==> config.mk <==
export PLATFORM = sky130hd
export DESIGN_NAME = adl_engine
export DESIGN_NICKNAME = d
export VERILOG_FILES = /design/src/rtl/adl_pkg.sv /design/src/rtl/adl_lane.sv /design/src/rtl/adl_merge.sv /design/src/rtl/adl_engine.sv
export SDC_FILE = /design/constraint.sdc
export NUM_CORES = 1
export LEC_CHECK = 0
export ABC_AREA = 1
export CAP_MARGIN = 30
export CORE_MARGIN = 3
export CORE_UTILIZATION = 43
export CTS_CLUSTER_SIZE = 30
export DETAILED_ROUTE_END_ITERATION = 7
export MAX_ROUTING_LAYER = met4
export PLACE_DENSITY = 0.58
export SLEW_MARGIN = 15
export SYNTH_ARGS = -nofsm -noshare
export SYNTH_HDL_FRONTEND = slang
export SYNTH_SLANG_ARGS = --single-unit
==> constraint.sdc <==
create_clock -name clk -period 26.3 [get_ports clk]
set_input_delay 5.26 -clock clk [delete_from_list [all_inputs] [get_ports clk]]
set_output_delay 5.26 -clock clk [all_outputs]
set_load 0.01 [all_outputs]
==> src/rtl/adl_pkg.sv <==
// Shared constants and modulo helpers for the multi-lane Adler-32 engine.
// Assumes all operands handed to the helpers are already below the modulus
// unless stated otherwise.
package adl_pkg;

    localparam int unsigned ADL_MOD = 65521;

    typedef logic [15:0] sum16_t;

    // Add two reduced values and reduce the result; valid while a+b < 2*ADL_MOD.
    function automatic sum16_t mod_add(input sum16_t x, input sum16_t y);
        logic [16:0] s;
        s = 17'(x) + 17'(y);
        if (s >= 17'(ADL_MOD)) s = s - 17'(ADL_MOD);
        return s[15:0];
    endfunction

    // Reduce any 32-bit value modulo 65521 using 2^16 = 15 (mod 65521).
    function automatic sum16_t fold32(input logic [31:0] x);
        logic [20:0] s1;
        logic [16:0] s2;
        s1 = 21'(x[15:0]) + 21'(x[31:16]) * 21'd15;
        s2 = 17'(s1[15:0]) + 17'(s1[20:16]) * 17'd15;
        if (s2 >= 17'(ADL_MOD)) s2 = s2 - 17'(ADL_MOD);
        return s2[15:0];
    endfunction

endpackage

==> src/rtl/adl_lane.sv <==
// One lane of the checksum engine: a private pair of running sums.
// Each enabled cycle adds the lane's byte into A, then the new A into B,
// both modulo 65521. Assumes clr and en are never needed in the same cycle
// for different messages (clr wins).
module adl_lane
    import adl_pkg::*;
(
    input  logic       clk,
    input  logic       rst_n,
    input  logic       en,
    input  logic       clr,
    input  logic [7:0] byte_i,
    output sum16_t     a_o,
    output sum16_t     b_o
);

    sum16_t a_q, b_q;
    sum16_t a_nx, b_nx;

    // Next sums for one byte step.
    always_comb begin
        a_nx = mod_add(a_q, {8'h00, byte_i});
        b_nx = mod_add(b_q, a_nx);
    end

    // Sum registers: cleared on reset or at the end of a message.
    always_ff @(posedge clk) begin
        if (!rst_n || clr) begin
            a_q <= '0;
            b_q <= '0;
        end else if (en) begin
            a_q <= a_nx;
            b_q <= b_nx;
        end
    end

    assign a_o = a_q;
    assign b_o = b_q;

endmodule

==> src/rtl/adl_merge.sv <==
// Merge sequencer: after the last beat it visits lane k = 0..LANES-1, one per
// cycle, accumulating A = 1 + sum(A_k) and
// B = len + sum(LANES*B_k - k*A_k), all modulo 65521. Subtraction is done by
// adding the modular complement. done_o pulses the cycle after lane LANES-1.
// Assumes lane sums are held stable while busy_o is high.
module adl_merge
    import adl_pkg::*;
#(
    parameter int LANES = 4
) (
    input  logic                    clk,
    input  logic                    rst_n,
    input  logic                    start,
    input  sum16_t                  len_i,
    input  logic [LANES-1:0][15:0]  a_all,
    input  logic [LANES-1:0][15:0]  b_all,
    output logic                    busy_o,
    output logic                    last_step_o,
    output logic                    done_o,
    output logic [31:0]             cks_o
);

    localparam int IW = (LANES > 1) ? $clog2(LANES) : 1;

    logic [IW-1:0] idx_q;
    sum16_t        acc_a, acc_b;
    logic          busy_q, done_q;
    sum16_t        a_k, b_k, nxt_a, nxt_b, wb, wa, neg_wa;

    // One merge step for the currently selected lane.
    always_comb begin
        a_k    = a_all[idx_q];
        b_k    = b_all[idx_q];
        nxt_a  = mod_add(acc_a, a_k);
        wb     = fold32(32'(b_k) * 32'(LANES));
        wa     = fold32(32'(a_k) * 32'(idx_q));
        neg_wa = (wa == '0) ? '0 : sum16_t'(16'(ADL_MOD) - wa);
        nxt_b  = fold32(32'(acc_b) + 32'(wb) + 32'(neg_wa));
    end

    assign last_step_o = busy_q && (idx_q == IW'(LANES - 1));

    // Sequencer state, lane index and accumulators.
    always_ff @(posedge clk) begin
        if (!rst_n) begin
            busy_q <= 1'b0;
            done_q <= 1'b0;
            idx_q  <= '0;
            acc_a  <= '0;
            acc_b  <= '0;
        end else begin
            done_q <= last_step_o;
            if (start) begin
                busy_q <= 1'b1;
                idx_q  <= '0;
                acc_a  <= 16'd1;
                acc_b  <= len_i;
            end else if (busy_q) begin
                acc_a <= nxt_a;
                acc_b <= nxt_b;
                if (last_step_o) begin
                    busy_q <= 1'b0;
                    idx_q  <= '0;
                end else begin
                    idx_q <= idx_q + 1'b1;
                end
            end
        end
    end

    assign busy_o = busy_q;
    assign done_o = done_q;
    assign cks_o  = {acc_b, acc_a};

endmodule

==> src/rtl/adl_engine.sv <==
// Top of the multi-lane Adler-32 engine. Accepts LANES bytes per beat,
// masks lanes below the beat's byte count to zero (front padding), feeds the
// lanes, keeps the true length modulo 65521, and starts the merge on the
// last beat. Assumes only the first beat of a message is partial and
// in_count <= LANES.
module adl_engine
    import adl_pkg::*;
#(
    parameter int LANES = 4,
    localparam int CW   = $clog2(LANES + 1)
) (
    input  logic                 clk,
    input  logic                 rst_n,
    input  logic                 in_valid,
    output logic                 in_ready,
    input  logic [8*LANES-1:0]   in_data,
    input  logic [CW-1:0]        in_count,
    input  logic                 in_last,
    output logic                 done_o,
    output logic [31:0]          cks_o
);

    logic                   accept, busy, last_step;
    logic [LANES-1:0][15:0] lane_a, lane_b;
    sum16_t                 len_q, len_nx;

    assign in_ready = !busy;
    assign accept   = in_valid && in_ready;

    // Per-lane byte masking and accumulation.
    for (genvar l = 0; l < LANES; l++) begin : g_lane
        logic [7:0] byte_m;
        assign byte_m = (32'(in_count) + 32'(l) >= 32'(LANES)) ?
                        in_data[8*l +: 8] : 8'h00;
        adl_lane u_lane (
            .clk    (clk),
            .rst_n  (rst_n),
            .en     (accept),
            .clr    (last_step),
            .byte_i (byte_m),
            .a_o    (lane_a[l]),
            .b_o    (lane_b[l])
        );
    end

    // True message length, kept reduced.
    assign len_nx = mod_add(len_q, 16'(in_count));

    // Length register: grows per accepted beat, cleared after the merge.
    always_ff @(posedge clk) begin
        if (!rst_n || last_step) len_q <= '0;
        else if (accept)         len_q <= len_nx;
    end

    adl_merge #(.LANES(LANES)) u_merge (
        .clk         (clk),
        .rst_n       (rst_n),
        .start       (accept && in_last),
        .len_i       (len_nx),
        .a_all       (lane_a),
        .b_all       (lane_b),
        .busy_o      (busy),
        .last_step_o (last_step),
        .done_o      (done_o),
        .cks_o       (cks_o)
    );

endmodule

# [After elaboration in Yosys (flattened, before gate mapping)]
# Cells that the tools add are included.
[word_totals] regBits=180 output_inout_bits=34 wordCells=117
[op_classes] addsub=36 n_mul=7 order_cmp=18 eq_ne=1 muxes=30 bitwise_logic=1 n_reduce_logical=9
[ops] op="16-bit two-way mux" n=18
[ops] op="17-bit by 16-bit >= comparator with 1-bit output (second input constant)" n=13
[ops] op="16-bit subtractor (second input constant)" n=13
[ops] op="16-bit by 16-bit adder with 17-bit output" n=6
[ops] op="16-bit by 8-bit adder with 17-bit output" n=4
[ops] op="16-bit binary-select mux with 2-bit select" n=2
[ops] op="16-bit by 9-bit adder with 17-bit output" n=3
[ops] op="32-bit by 16-bit adder with 32-bit output" n=1
[ops] op="8-bit two-way mux" n=4
[ops] op="5-bit by 4-bit multiplier with 9-bit output (second input constant)" n=3
[ops] op="16-bit by 20-bit adder with 21-bit output" n=1
[ops] op="16-bit by 4-bit multiplier with 20-bit output (second input constant)" n=1
[ops] op="16-bit by 2-bit multiplier with 18-bit output" n=1
[ops] op="16-bit by 3-bit adder with 17-bit output" n=1
[ops] op="16-bit by 6-bit adder with 17-bit output" n=1
[ops] op="16-bit by 7-bit adder with 17-bit output" n=1
[ops] op="16-bit logical NOT" n=1
[ops] op="16-bit subtractor (first input constant)" n=1
[ops] op="4-bit by 3-bit >= comparator with 1-bit output (second input constant)" n=3
[ops] op="2-bit by 4-bit multiplier with 6-bit output (second input constant)" n=2
[ops] op="3-bit by 2-bit adder with 4-bit output (second input constant)" n=2
[ops] op="1-bit two-way mux" n=5
[ops] op="3-bit by 1-bit adder with 4-bit output (second input constant)" n=1
[ops] op="3-bit >= comparator (second input constant)" n=1
[ops] op="other kinds (10)" n=13

# [Logic depth before layout (Yosys ltp)]
[depth] depth_word=20 ltp_mapped=121 mapped_depth_nobuf=117

# [Cells and area by module]
# From an unflattened synthesis, not the netlist that was laid out.
[hier_totals] cells_unflattened=5240 hier_area_um2=29359.4
[by_module_without_submodules] mod="adl_lane at g_lane[0].u_lane ..." n_inst=3 cells_per_inst=759 area_per_inst_um2=4272.8
[by_module_without_submodules] mod="adl_merge" n_inst=1 cells_per_inst=1869 area_per_inst_um2=10557.6
[by_module_without_submodules] mod="adl_lane at g_lane[3].u_lane" n_inst=1 cells_per_inst=754 area_per_inst_um2=4200.3
[by_module_without_submodules] mod="adl_engine" n_inst=1 cells_per_inst=340 area_per_inst_um2=1783.0

# [Least setup slack after synthesis]
# Ideal clock, no wire load.
[synth_timing] path_type="reg2reg" from="register u_merge.idx_q[0]" to="register u_merge.acc_b[4]" setup_time_ns=0.070 t_arrival_ns=14.801 required_time_ns=26.230 path_slack_ns=11.429 stages_incl_launch_ff=107 period_less_slack_ns=14.871 path_cell_list="dfxtp_1 clkbuf_1 clkbuf_1 clkbuf_1 clkbuf_1 buf_1 nand2_1 a32oi_1 inv_1 ha_1 inv_1 ha_1 fa_1 a21oi_1 o21ai_0 nand4_1 nor2_1 nand3_1 (+71 left out) nor2_1 inv_1 nor2_1 inv_1 nor2_1 nand3_1 o21ai_0 nand2_1 nor2_1 nand3_1 nand2_1 nand2_1 nand2_2 buf_6 nand2_1 o21ai_0 nand2_1 a21oi_1"
[synth_via] elab_chain_cells=20 elab_cells_between_ends=33 classes_between="add/sub: 12; mul: 7; order compare: 3; mux: 10; reduce/logical: 1"
[synth_rtl] item="start: declaration" line="adl_merge.sv:25" source="logic [IW-1:0] idx_q;"
[synth_rtl] item="start signal: assignment" line="adl_merge.sv:65" source="idx_q <= idx_q + 1'b1;"
[synth_rtl] item="16-bit binary-select mux with 2-bit select" line="adl_merge.sv:32" source="a_k = a_all[idx_q];"
[synth_rtl] item="16-bit two-way mux (implied by the code)" line="adl_merge.sv:32"
[synth_rtl] item="16-bit by 2-bit multiplier with 18-bit output" line="adl_merge.sv:36" source="wa = fold32(32'(a_k) * 32'(idx_q));"
[synth_rtl] item="2-bit by 4-bit multiplier with 6-bit output" line="adl_pkg.sv:22" source="s1 = 21'(x[15:0]) + 21'(x[31:16]) * 21'd15;"
[synth_rtl] item="16-bit by 6-bit adder with 17-bit output" line="adl_pkg.sv:22"
[synth_rtl] item="5-bit by 4-bit multiplier with 9-bit output" line="adl_pkg.sv:23" source="s2 = 17'(s1[15:0]) + 17'(s1[20:16]) * 17'd15;"
[synth_rtl] item="16-bit by 9-bit adder with 17-bit output" line="adl_pkg.sv:23"
[synth_rtl] item="16-bit subtractor or 17-bit by 16-bit >= comparator with 1-bit output (tied branches)" line="adl_pkg.sv:24" source="if (s2 >= 17'(ADL_MOD)) s2 = s2 - 17'(ADL_MOD);"
[synth_rtl] item="(+4 left out)"
[synth_rtl] item="16-bit by 4-bit multiplier with 20-bit output" line="adl_pkg.sv:22"
[synth_rtl] item="16-bit by 20-bit adder with 21-bit output (*)" line="adl_pkg.sv:22"
[synth_rtl] item="5-bit by 4-bit multiplier with 9-bit output" line="adl_pkg.sv:23"
[synth_rtl] item="16-bit by 9-bit adder with 17-bit output (*)" line="adl_pkg.sv:23"
[synth_rtl] item="16-bit subtractor or 17-bit by 16-bit >= comparator with 1-bit output (tied branches)" line="adl_pkg.sv:24"
[synth_rtl] item="16-bit two-way mux (*)" line="adl_pkg.sv:24"
[synth_rtl] item="16-bit two-way mux (*)" line="adl_merge.sv:58" source="end else if (busy_q) begin"
[synth_rtl] item="16-bit two-way mux (*)" line="adl_merge.sv:53" source="if (start) begin"
[synth_rtl] item="end signal: assignment" line="adl_merge.sv:57" source="acc_b <= len_i;"
[synth_rtl] item="end signal: assignment" line="adl_merge.sv:60" source="acc_b <= nxt_b;"
[synth_rtl] item="end: declaration" line="adl_merge.sv:26" source="sum16_t acc_a, acc_b;"
# Every way passes the cells marked *; elsewhere a longest branch is shown, timed or not. The select of a mux whose other input is x is not followed.
# A chain may end at the register's enable or synchronous reset.

# [Worst setup path in the final report]
[layout_timing] from="register u_merge.idx_q[0]" to="register u_merge.acc_b[9]"
# The elaborated chain is that of the path after synthesis.

==> impl_metrics.yaml <==
setup_path:
  crit_type: "reg2reg"
  critPathSlowestCell: "inv_2"
  worstRegToRegCells: 106
  endpoint_kind: "register"
  cp.arrival_ps: 17310
  path_delay_family: "simple AND/OR/NAND/NOR gates"
  crit_required_ps: 26700
  cp_num_cells: 106
  worstPathMaxFanout: 59
  r2r-end: "u_merge.acc_b[9]"
  worst-path-buf-inv: 21
  slowest_delay_ps: 560
  cp-start-kind: "register"
  reg2reg_setup_slack_ps: 9400
  reg2reg_from: "u_merge.idx_q[0]"
  crit_top_cell: "inv_1"
layout:
  area_growth_pct: 8.64
  drive_gt1_share_pct: 3.26
  final_util_pct: 47.7
  nNetsFinal: 4416
  n_antenna_cell: 0
  fin_area_mm2: 0.0266
placed_design:
  gp_congestion: 0.951
  port_buffers: 72
  placed_area_mm2: 0.0259
  hpwlAfterDp_um: 64400
clock_tree:
  htreeDepth: 4
  cts-buffers-inserted: 17
  post-cts-setup-buffers: 0
  cts_buffer_depth: 2
  clockRootBuffer: "clkbuf_16"
  clock-sinks: 180
  postCtsHoldBufs: 0
  cts.clk_slew.worst_paths_ps: 80
  insertion_delay_ps: 510
  cts_resized: 0
  cts_tree: "yes"
routing:
  wl_per_cell_um: 16.3
  routed_wl_um: 79500
  first_iter_violations: 1882
  ant_nets: 0
  vias_per_cell: 5.16
  vias: 25200
  first_pass_iters: 5
  drcViolationCount: 0
sta:
  slew_viol_final: 0
  fin_crit_ps: 16900
  skew_ps: 10.9
  relSlewSlack_pct: 37.3
  tightest_slew_ps: 931
  rsz0062_at_grt: "no"
  period_share_pct: 64.3
  setup_tns_ps: 0
  finalSetupViolations: 0
  timing.fmax_mhz: 59.2
  finalHoldViolCount: 0
power:
  switching_share_pct: 54.5
  pwr-share-seq_pct: 17.2
  p_leak_uw: 0.0138
  internal_power_uw: 937
  p_per_area_mw_per_mm2: 77.5
  clkPwrFrac_pct: 13.7
  pwr-share-comb_pct: 69.1
  peakVddDrop_mv: 0.0587
  switchingPower_uw: 1120
  finalPower_uw: 2060
synthesis:
  synth-seq-cells: 180
  avgSynthCellArea_um2: 5.96
  postSynthCellCount: 4110
  async_flop_share_pct: 0
  ys_seq_area_share_pct: 14.7
  synth_nets: 4399
  netlist_area_mm2: 0.0245
  ys_warn_count: 0
  synth_edf_count: 0
  synth_top_flop_cell: "dfxtp_1"
  ys_types: 63
hold_path:
  holdPathEnd: "g_lane[0].u_lane.b_o[1]"
  min-delay-start: "g_lane[0].u_lane.b_o[1]"
  worstHoldPathType: "reg2reg"
  hold-path-cell-count: 2
die:
  core_area_mm2: 0.0557
  die-area_mm2: 0.0598
  std_cell_rows: 86
  io_pins: 73
  initial_utilization_pct: 43.9
  die_h_um: 245
  die_w_um: 245
global_routing:
  overflow: 0
  grt_max_degree: 89
  grt_pass1_vias: 23500
  antenna_found_initial: 0
  grt_usage_pct: 27.4
  grt_pass1_wl_um: 127000
run_status:
  status: "finished, final reports clean"
job:
  cap_violations: 0
==> cell usage in the layout, fill, tap and decap left out, drive strengths merged, types with 6 or more instances in the layout <==
cell	netlist	routed
nand2	817	817
inv	777	777
nor2	488	488
a21oi	354	354
o21ai	296	296
ha	229	229
xor2	216	216
nand3	209	209
dfxtp	180	180
nor3	87	87
clkdlybuf4s50	0	72
nand4	66	66
xnor2	64	64
o21bai	41	41
clkbuf	77	24
nor4	21	21
fa	21	21
buf	17	20
o211ai	17	17
a211oi	15	15
a21o	13	13
nand3b	13	13
or2	13	13
a31oi	10	10
and3	8	8
and2	8	8
nor3b	6	6
o21a	6	6
o2111ai	6	6
==> cell type report <==
cell class	instances	area (um2)
clock inverter	8	124
multi-input combinational	3057	17600
inverter	779	2930
clock buffer	24	482
sequential	180	3600
tap	748	936
fill	6152	29100
timing repair buffer	92	930
==> state kept, by name (all words and copies together) (netlist names) <==
register,flops
len_q,16
u_merge.idx_q,2
u_merge.acc_a,16
u_merge.busy_o,1
g_lane.u_lane.a_o,64
u_merge.done_o,1
g_lane.u_lane.b_o,64
u_merge.acc_b,16
==> cell usage after synthesis, types with 7 or more instances <==
library cell,n,share of area (%)
fa_1,21,1.7
nand4_1,65,1.7
dfxtp_1,180,15
clkbuf_1,77,1.2
nand3_1,202,4.1
o21bai_1,40,1.2
nand2_2,22,0.56
ha_1,229,12
xnor2_1,64,2.3
a211oi_1,15,0.46
nor2_2,9,0.23
buf_1,7,0.11
xor2_1,215,7.7
a31oi_1,10,0.26
a21o_1,13,0.40
buf_2,8,0.16
nand3b_1,13,0.40
a21oi_1,354,7.2
inv_2,9,0.14
nor3_1,85,1.7
and3_1,8,0.20
nor2_1,472,7.2
or2_2,11,0.28
o21ai_1,7,0.14
nor4_1,21,0.54
o21ai_0,289,5.9
o211ai_1,17,0.52
inv_1,767,12
and2_1,7,0.18
nand3_2,7,0.29
nand2_1,789,12
==> through the flow <==
stage / worst slack [ps] / hold slack [ps] / std cells
finish: 9400 / 500 / 4888
global route: 7310 / 530 / 4888
CTS: 9650 / 496 / 4883
detailed placement: 9740 / 485 / 4851
global placement: 10070 / 480 / 4849
floorplan: 11430 / 460 / 4110
==> worst max path at each step <==
stage,from,endpoint
2_1_floorplan,u_merge.idx_q[0],u_merge.acc_b[4]
3_3_place_gp,u_merge.idx_q[0],u_merge.acc_b[9]
3_5_place_dp,u_merge.idx_q[0],u_merge.acc_b[9]
4_1_cts,u_merge.idx_q[0],u_merge.acc_b[9]
5_1_grt,u_merge.idx_q[0],u_merge.acc_b[9]
6_report,u_merge.idx_q[0],u_merge.acc_b[9]
==> power groups by stage <==
stage	Sequential, uW	Combinational (uW)	Clock (uW)
floorplan	339	1020	0
global placement	361	1410	0
detailed placement	360	1390	0
CTS	354	1400	291
global route	357	1600	299
finish	355	1420	283
==> worst register-to-register path, delay by kind of cell, from the launching register on <==
family                   cells  cell delay [ps]
AO/OA/AOI/OAI               20             3470
XOR/XNOR                     3              770
adder cells (fa/ha/maj)     12             3160
buffers and inverters       21             2700
flip-flops                   1              310
AND/OR/NAND/NOR             50             6380
==> per-layer routing <==
metal,up-vias,routed length [um],GRT usage (%),share of wire [%]
met3,71,4010,3.20,5.0
met2,560,35000,43.4,44
met1,11400,39200,37.5,49
li1,13200,-,-,-
met4,0,1310,6.11,1.6
met5,-,0,-,0
==> logic make-up (layout without fill, tap and decap cells) <==
kind of cell / after synthesis / in the layout / synth area share [%]
compound gates: 787 / 787 / 17.6
flops: 180 / 180 / 14.7
buf+inv: 873 / 903 / 13.5
simple gates: 1740 / 1740 / 30.7
xor+xnor: 280 / 280 / 10.0
fa+ha+maj: 250 / 250 / 13.4
(Power assumes the default switching activity.)
